**config.mk**
```make
export PLATFORM = sky130hd
export DESIGN_NAME = pla_core
export DESIGN_NICKNAME = d
export VERILOG_FILES = /design/src/rtl/pla_pkg.sv /design/src/rtl/pla_cfg_loader.sv /design/src/rtl/pla_and_plane.sv /design/src/rtl/pla_or_plane.sv /design/src/rtl/pla_core.sv
export SDC_FILE = /design/constraint.sdc
export NUM_CORES = 1
export LEC_CHECK = 0
export BUFFER_PORTS_ARGS = -buffer_cell sky130_fd_sc_hd__buf_2
export CORE_ASPECT_RATIO = 2
export CORE_MARGIN = 2
export CORE_UTILIZATION = 45
export CTS_CLUSTER_SIZE = 25
export DETAILED_ROUTE_END_ITERATION = 10
export GPL_TIMING_DRIVEN = 0
export PLACE_DENSITY = 0.67
export SETUP_SLACK_MARGIN = 0.02
export SLEW_MARGIN = 20
export SYNTH_ARGS = -nofsm -noshare
export SYNTH_HDL_FRONTEND = slang
export SYNTH_HIERARCHICAL = 1
export SYNTH_SLANG_ARGS = --single-unit
```
**constraint.sdc**
```tcl
create_clock -name clk -period 2.05 [get_ports clk]
set_input_delay 0.41 -clock clk [delete_from_list [all_inputs] [get_ports clk]]
set_output_delay 0.41 -clock clk [all_outputs]
set_load 0.01 [all_outputs]
```
**src/rtl/pla_pkg.sv**
```systemverilog
package pla_pkg;

  // Setting of one input within one product term
  typedef enum logic [1:0] {
    LIT_NONE = 2'b00,
    LIT_TRUE = 2'b01,
    LIT_COMP = 2'b10,
    LIT_KILL = 2'b11
  } lit_sel_e;

  function automatic int and_plane_bits(input int n_in, input int n_pt);
    return n_pt * n_in * 2;
  endfunction

  function automatic int or_plane_bits(input int n_pt, input int n_out);
    return n_out * n_pt;
  endfunction

  function automatic int cfg_total_bits(input int n_in, input int n_pt, input int n_out);
    return and_plane_bits(n_in, n_pt) + or_plane_bits(n_pt, n_out);
  endfunction

endpackage

```
**src/rtl/pla_cfg_loader.sv**
```systemverilog
module pla_cfg_loader
  import pla_pkg::*;
#(
  parameter int N_IN  = 8,
  parameter int N_PT  = 16,
  parameter int N_OUT = 4,
  localparam int TOTAL = cfg_total_bits(N_IN, N_PT, N_OUT),
  localparam int CNT_W = $clog2(TOTAL + 1)
) (
  input  logic             clk,
  input  logic             rst_n,
  input  logic             cfg_en,
  input  logic             cfg_data,
  output logic [TOTAL-1:0] cfg_vec,
  output logic             cfg_done
);

  localparam logic [CNT_W-1:0] TOTAL_C = CNT_W'(TOTAL);

  logic [TOTAL-1:0] vec_q, vec_n;
  logic [CNT_W-1:0] cnt_q, cnt_n;
  logic             done_q, done_n;
  logic             en_q;
  logic             en_rise;
  logic             take_bit;

  assign en_rise  = cfg_en & ~en_q;
  assign take_bit = cfg_en & (cnt_q != TOTAL_C);

  // next-state logic
  always_comb begin
    vec_n  = vec_q;
    cnt_n  = cnt_q;
    done_n = done_q;
    if (!cfg_en) begin
      cnt_n = '0;
    end else if (take_bit) begin
      vec_n = {vec_q[TOTAL-2:0], cfg_data};
      cnt_n = cnt_q + 1'b1;
    end
    if (en_rise) begin
      done_n = 1'b0;
    end else if (cnt_q == TOTAL_C) begin
      done_n = 1'b1;
    end
  end

  // state registers
  always_ff @(posedge clk or negedge rst_n) begin
    if (!rst_n) begin
      vec_q  <= '0;
      cnt_q  <= '0;
      done_q <= 1'b0;
      en_q   <= 1'b0;
    end else begin
      en_q   <= cfg_en;
      cnt_q  <= cnt_n;
      done_q <= done_n;
      if (take_bit) begin
        vec_q <= vec_n;
      end
    end
  end

  assign cfg_vec  = vec_q;
  assign cfg_done = done_q;

endmodule

```
**src/rtl/pla_and_plane.sv**
```systemverilog
module pla_and_plane
  import pla_pkg::*;
#(
  parameter int N_IN = 8,
  parameter int N_PT = 16,
  localparam int AND_BITS = and_plane_bits(N_IN, N_PT)
) (
  input  logic [N_IN-1:0]     in_vec,
  input  logic [AND_BITS-1:0] and_cfg,
  output logic [N_PT-1:0]     terms
);

  logic [N_PT-1:0][N_IN-1:0] lit_ok;

  for (genvar t = 0; t < N_PT; t++) begin : g_term
    for (genvar i = 0; i < N_IN; i++) begin : g_lit
      lit_sel_e sel;
      assign sel = lit_sel_e'(and_cfg[(t*N_IN+i)*2 +: 2]);
      always_comb begin
        case (sel)
          LIT_NONE: lit_ok[t][i] = 1'b1;
          LIT_TRUE: lit_ok[t][i] = in_vec[i];
          LIT_COMP: lit_ok[t][i] = ~in_vec[i];
          default:  lit_ok[t][i] = 1'b0;
        endcase
      end
    end
    assign terms[t] = &lit_ok[t];
  end

endmodule

```
**src/rtl/pla_or_plane.sv**
```systemverilog
module pla_or_plane
  import pla_pkg::*;
#(
  parameter int N_PT  = 16,
  parameter int N_OUT = 4,
  localparam int OR_BITS = or_plane_bits(N_PT, N_OUT)
) (
  input  logic [N_PT-1:0]    terms,
  input  logic [OR_BITS-1:0] or_cfg,
  output logic [N_OUT-1:0]   sums
);

  for (genvar o = 0; o < N_OUT; o++) begin : g_out
    assign sums[o] = |(terms & or_cfg[o*N_PT +: N_PT]);
  end

endmodule

```
**src/rtl/pla_core.sv**
```systemverilog
module pla_core
  import pla_pkg::*;
#(
  parameter int N_IN  = 8,
  parameter int N_PT  = 16,
  parameter int N_OUT = 4
) (
  input  logic             clk,
  input  logic             rst_n,
  input  logic             cfg_en,
  input  logic             cfg_data,
  input  logic [N_IN-1:0]  pla_in,
  output logic [N_OUT-1:0] pla_out,
  output logic             cfg_done
);

  localparam int AND_BITS = and_plane_bits(N_IN, N_PT);
  localparam int OR_BITS  = or_plane_bits(N_PT, N_OUT);
  localparam int TOTAL    = AND_BITS + OR_BITS;

  logic [TOTAL-1:0] cfg_vec;
  logic [N_PT-1:0]  terms;
  logic [N_OUT-1:0] sums;
  logic             live;

  pla_cfg_loader #(.N_IN(N_IN), .N_PT(N_PT), .N_OUT(N_OUT)) u_loader (
    .clk      (clk),
    .rst_n    (rst_n),
    .cfg_en   (cfg_en),
    .cfg_data (cfg_data),
    .cfg_vec  (cfg_vec),
    .cfg_done (cfg_done)
  );

  pla_and_plane #(.N_IN(N_IN), .N_PT(N_PT)) u_and (
    .in_vec  (pla_in),
    .and_cfg (cfg_vec[TOTAL-1:OR_BITS]),
    .terms   (terms)
  );

  pla_or_plane #(.N_PT(N_PT), .N_OUT(N_OUT)) u_or (
    .terms  (terms),
    .or_cfg (cfg_vec[OR_BITS-1:0]),
    .sums   (sums)
  );

  assign live    = cfg_done & ~cfg_en;
  assign pla_out = live ? sums : '0;

endmodule

```
==> results.toml, run 1 <==
[status]
status = "finished, violations left"
violations = "setup timing"

[routing]
wl_per_cell_um = 23.24
dr.pass1.iters = 4
drtIter0Drc = 405
ant_nets = 0
via_per_inst = 5.548
vias = 8428
route.detailed.drc = 0
drt_wl_total_um = 35290

[logic_synthesis]
async_reset_ff_share_pct = 100.0
yosys_warnings = 6
synth_edf_count = 0
netlist_instances = 961
synth.most_common_cell = "dfrtp_1"
synth_seq_area_share_pct = 56.78
synth.avg_cell_area_um2 = 15.18
synth_top_area_cell = "dfrtp_1"
synth_fp_nets = 975
synthTopCellsByCount = "331 x dfrtp_1, 278 x mux2_1, 128 x mux2i_1"
synthTopCellsByArea = "dfrtp_1 57%, mux2_1 21%, mux2i_1 8.8%, mux2_2 3.2%, buf_6 2.8%"
ys_ff_latch = 331
synth_area_um2 = 14590
ys_types = 33
yosys_most_used_dff = "dfrtp_1"
synth_top_area_share_pct = 56.78

[clock_tree]
clock-sinks = 331
ctsLongestPathBuffers = 3
clockRootBuffer = "clkbuf_16"
clkSlewWorstSetupHoldPaths_ps = 70
worst_skew_pair.late_latency_ps = 560
h-tree-depth = 1
cts_buffers = 29
cts_tree = "done"

[worst_hold_path]
hold_path.class = "in2reg"
hold_path_end = "u_loader/cfg_vec[0]$_DFFE_PN0P_"
hold_depth = 2
min-delay-start = "cfg_data"

[finish]
nNetsFinal = 1085
area_growth_pct = 30.37
layout-drive-gt1-share_pct = 49.08
num_antenna_cells = 0
layout.cells.non_filler = 1519
post-route-cell-area_um2 = 19020

[timing]
slew_violations = 0
min_period_ps = 2712
finalHoldViolations = 0
tightest_slew_ps = 503.3
grt_setup_unrepaired = "true"
setup-violations-final = 248
setup_ws_ps = -661.5
clock_skew_ps = 10.98
slew-limit-headroom_pct = 66.45
min_period_over_period_pct = 132.3
max_freq_mhz = 368.8

[place]
dp_hpwl_um = 20190
dp.cells = 1399
port-buffer-count = 8
post_dp_cell_area_um2 = 15370
gp_congestion = 0.7505

[floorplanning]
die_h_um = 258.6
core_area_um2 = 32120
core.rowCount = 93
fp.dieW_um = 131.3
fp.dieArea_um2 = 33960
initial_core_util_pct = 45.42
ios = 17

[power_and_ir_drop]
p_leak_nw = 9.659
irDropWorstVdd_mv = 0.8192
p_per_area_nw_per_um2 = 751.6

[global_route]
grt_max_degree = 101
track_usage_pct = 21.50
antenna_found_initial = 0
overflow = 0
grt_pass1_wl_um = 57290
grt_pass1_vias = 9806

[setup_path]
worst-r2r-setup-slack_ps = -160
cp.arrival_ps = 2300
rr_worst_depth = 8
cp-end-kind = "primary output"
critPathLaunchType = "register"
r2r_end = "u_loader/cfg_vec[175]$_DFFE_PN0P_"
rr_startpoint = "u_loader/cnt_q[2]$_DFFE_PN0P_"
crit_required_ps = 1640
crit_fanout = 3
criticalPathCategory = "reg2out"

[job]
cap_viol_max_count = 0
## area by class of cell
cell class	instances	area [um^2]
Sequential cell	331	8284
Clock buffer	43	878.3
Multi-Input combinational cell	576	7086
Timing Repair Buffer	88	1488
Buffer	42	635.6
Clock inverter	9	101.3
Inverter	3	11.26
Fill cell	2435	13100
Tap cell	427	534.3
## stage by stage
step | hold WS [ps] | power [mW] | utilization [%] | setup TNS, ps | worst slack [ps]
finish | 90.23 | 14.30 | 59.22 | -19400 | -661.5
global placement | 451.9 | 8.134 | 47.57 | -1928630 | -5711
floorplan | 114.4 | 7.795 | - | 0 | 21.77
CTS | 74.65 | 14.50 | 60.99 | -50910 | -667.1
global route | 85.85 | 14.82 | 59.22 | -27120 | -755.7
detailed placement | 387.4 | 8.174 | 47.86 | -54580 | -761.1
## worst max-delay path by stage
stage               slack (ps)  cells past startpoint                              start                           endpoint
CTS                       -670                      8   u_loader/cfg_vec[97]$_DFFE_PN0P_                         pla_out[3]
global placement         -5710                      1                              rst_n  u_loader/cfg_vec[146]$_DFFE_PN0P_
detailed placement        -760                      9                          pla_in[2]                         pla_out[0]
global route              -760                      8  u_loader/cfg_vec[297]$_DFFE_PN0P_                         pla_out[3]
finish                    -660                      8   u_loader/cfg_vec[89]$_DFFE_PN0P_                         pla_out[0]
floorplan                   20                      9                          pla_in[1]                         pla_out[1]
## cells in the final DEF, fill, tap and decap left out, drive strengths merged
master / Yosys / routed
a21oi: 6 / 6
a221oi: 16 / 16
a22o: 16 / 16
and3b: 4 / 4
buf: 51 / 129
bufinv: 0 / 2
clkbuf: 0 / 43
clkinv: 0 / 5
clkinvlp: 0 / 1
dfrtp: 331 / 331
dlygate4sd3: 0 / 1
ha: 2 / 2
inv: 3 / 4
mux2: 320 / 320
mux2i: 128 / 128
nand2: 4 / 4
nand3: 4 / 4
nand4: 36 / 36
nand4bb: 1 / 1
nor2: 20 / 20
nor3: 2 / 2
nor4b: 1 / 1
nor4bb: 1 / 1
o21ai: 4 / 4
o22a: 1 / 1
o31ai: 2 / 2
or3: 2 / 2
or4: 2 / 2
or4b: 1 / 1
xnor2: 1 / 1
xor2: 2 / 2
## registers in the layout (all words and copies together) (netlist names)
name / flops
u_loader/cfg_done: 1
u_loader/en_q: 1
u_loader/cnt_q: 9
u_loader/cfg_vec: 320
## worst max-delay path, stage by stage, from the launching register on
cell and delay, ps:
dfrtp_1 390, mux2i_1 190, nand4_1 190, nor2_4 280, a22o_1 200, a221oi_2 40
nand4_1 140, and3b_2 210, buf_6 100
## kinds of logic after synthesis
| family | Yosys count | share of synthesized area, % |
|---|---|---|
| multiplexers | 448 | 33.48 |
| flip-flops | 331 | 56.78 |
| AND/OR/NAND/NOR | 78 | 3.096 |
| buffers and inverters | 54 | 3.697 |
| AO/OA/AOI/OAI | 45 | 2.590 |
| XOR/XNOR | 3 | 0.1802 |
| adder cells (fa/ha/maj) | 2 | 0.1715 |
## report_power, final
part / switching (mW) / internal [mW]
Combinational: 0.684 / 0.954
Sequential: 0.251 / 6.78
Clock: 2.42 / 3.21
## layer usage
| metal | routed length (um) | GRT usage (%) |
|---|---|---|
| met1 | 13470 | 24.40 |
| met2 | 19200 | 40.09 |
| met3 | 826 | 2.250 |
| met4 | 1796 | 10.66 |
| met5 | 0 | 0 |
## timing repair
item / in CTS / in global routing
setup endpoints to repair: 324 / 317
hold buffers: 1 / 0
hold endpoints to repair: 62 / 0
resized for setup: 428 / 37
cloned: 40 / 0
pin swaps: 16 / 12
buffers inserted: 53 / 11
Note: power is estimated with default switching activity, not from simulation.
==> run 2, diff against run 1 <==
--- a/config.mk
+++ b/config.mk
@@ -12,7 +12,8 @@
 export CTS_CLUSTER_SIZE = 25
 export DETAILED_ROUTE_END_ITERATION = 10
 export GPL_TIMING_DRIVEN = 0
-export PLACE_DENSITY = 0.67
+export MAX_ROUTING_LAYER = met4
+export PLACE_DENSITY = 0.65
 export SETUP_SLACK_MARGIN = 0.02
 export SLEW_MARGIN = 20
 export SYNTH_ARGS = -nofsm -noshare
==> constraint.sdc (replaced) <==
create_clock -name clk -period 2.75 [get_ports clk]
set_input_delay 0.55 -clock clk [delete_from_list [all_inputs] [get_ports clk]]
set_output_delay 0.55 -clock clk [all_outputs]
set_load 0.01 [all_outputs]
==> run 2 against run 1 <==
The run still ends with setup timing left. Sequential power shrank 26%. Register-to-register slack gained 650 ps. Total power is 27% lower. Sequential share of layout area grew 5.6 points. Count of clock-buffer cells in the layout decreased by 7.
==> results.toml, run 2 (synthesis results as in run 1) <==
[clock_tree]
clock-sinks = 331
clkSlewWorstSetupHoldPaths_ps = 70
ctsLongestPathBuffers = 3
h-tree-depth = 1
cts_tree = "done"
cts_buffers = 29
clockRootBuffer = "clkbuf_16"
worst_skew_pair.late_latency_ps = 550

[global_route]
met1_usage_pct = 18.12
antenna_found_initial = 0
grt_pass1_vias = 8774
track_usage_pct = 17.83
grt_pass1_wl_um = 46550
use_met2_pct = 34.47
grt_max_degree = 103
busiest_layer = "met2"
overflow = 0
grtUsageMet3_pct = 1.819

[power_and_ir_drop]
p_total_mw = 10.42
p_per_area_nw_per_um2 = 618.8
irDropWorstVdd_mv = 0.5113
p_leak_nw = 8.825

[place]
dp_hpwl_um = 19890
gp_congestion = 0.7524
post_dp_cell_area_um2 = 15250
port-buffer-count = 8
dp.cells = 1399
place_worst_setup_slack_ps = -710.4

[setup_path]
cpPeakStageDelay_ps = 370
critPathMostFrequentCell = "nand4_1"
critPathLaunchType = "register"
critPathTopFamily = "simple AND/OR/NAND/NOR gates"
cp_cell_sequence = "mux2i_1 -> nand4_1 -> nor2_4 -> a22o_1 -> a221oi_2 -> nand4_1 -> and3b_1 -> buf_2"
path_buf_inv = 1
crit_required_ps = 2200
cp.arrival_ps = 2430
cp-end-kind = "primary output"
criticalPathCategory = "reg2out"
critPathSlowestCell = "dfrtp_1"
crit_fanout = 4

[timing]
finalHoldViolations = 0
setup_ws_ps = -228.0
max_freq_mhz = 335.8
slew_violations = 0
min_period_ps = 2978
slew-limit-headroom_pct = 63.68
clock_skew_ps = 8.182
fin_setup_tns_ps = -651.5
grt_setup_unrepaired = "true"
min_period_over_period_pct = 108.3
setup-violations-final = 4
tightest_slew_ps = 544.7

[floorplanning]
fp.dieW_um = 131.3
core.rowCount = 93
fp.dieArea_um2 = 33960
core_area_um2 = 32120
initial_core_util_pct = 45.42
die_h_um = 258.6
ios = 17

[routing]
ant_nets = 0
via_per_inst = 5.361
vias = 7923
route.detailed.drc = 0
drt_wl_total_um = 28660
drtIter0Drc = 347
dr.pass1.iters = 4
wl_per_cell_um = 19.39

[finish]
layout.cells.non_filler = 1478
final_common_cell = "dfrtp_1"
nNetsFinal = 1044
largest_reg_flops = 320
layout-drive-gt1-share_pct = 20.55
num_antenna_cells = 0
post-route-cell-area_um2 = 16830
most-common-layout-cells = "331 x dfrtp_1, 278 x mux2_1, 127 x mux2i_1"
area_growth_pct = 15.40

[job]
cap_viol_max_count = 0

[status]
violations = "setup timing"
status = "finished, violations left"

[worst_hold_path]
hold_path.class = "in2reg"
## run 2: layout make-up
| class | count | area, um^2 |
|---|---|---|
| Sequential cell | 331 | 8283 |
| Clock buffer | 36 | 822.0 |
| Tap cell | 427 | 534.3 |
| Timing Repair Buffer | 38 | 416.7 |
| Fill cell | 2798 | 15280 |
| Multi-Input combinational cell | 576 | 5966 |
| Buffer | 51 | 589.3 |
| Clock inverter | 16 | 211.5 |
| Inverter | 3 | 11.26 |
## run 2: path summary, 6_finish.rpt
path | from | to | slack, ps | cells past startpoint
min | cfg_en | u_loader/en_q$_DFF_PN0_ | 190 | 1
min reg2reg | u_loader/en_q$_DFF_PN0_ | u_loader/cfg_done$_DFFE_PN0P_ | 490 | 1
max | u_loader/cfg_vec[151]$_DFFE_PN0P_ | pla_out[3] | -230 | 8
min in group asynchronous | rst_n | u_loader/cfg_vec[89]$_DFFE_PN0P_ | 530 | 2
max in group asynchronous | rst_n | u_loader/cfg_vec[226]$_DFFE_PN0P_ | 460 | 5
max reg2reg | u_loader/cnt_q[2]$_DFFE_PN0P_ | u_loader/cfg_vec[227]$_DFFE_PN0P_ | 490 | 5
## run 2: where the power goes
part           leakage, nW  switching [mW]  internal, mW  total (mW)
logic                 3.73           0.389         0.425       0.814
registers             4.57           0.167          5.05        5.22
clock network        0.518            1.80          2.58        4.38
total                 8.82            2.36          8.06        10.4
## run 2: stage by stage
stage                     utilization (%)  hold slack [ps]
after global placement              47.21            457.9
after detailed placement            47.50            459.2
after CTS                           52.10            166.9
after global routing                52.42            173.4
after floorplan                         -            254.4
final                               52.42            192.9
## run 2: timing repair
item | CTS | global route
gates cloned | 1 | 0
setup buffers | 19 | 6
setup endpoints to repair | 4 | 4
pin swaps | 21 | 13
gates resized for setup | 50 | 10
hold buffers | 1 | 0
hold endpoints to repair | 66 | 0
## run 2: per-layer routing
layer,share of wire [%],vias to the layer above
met5,0,-
met4,4.0,0
met3,2.0,53
met2,57,73
met1,37,4120
li1,-,3677
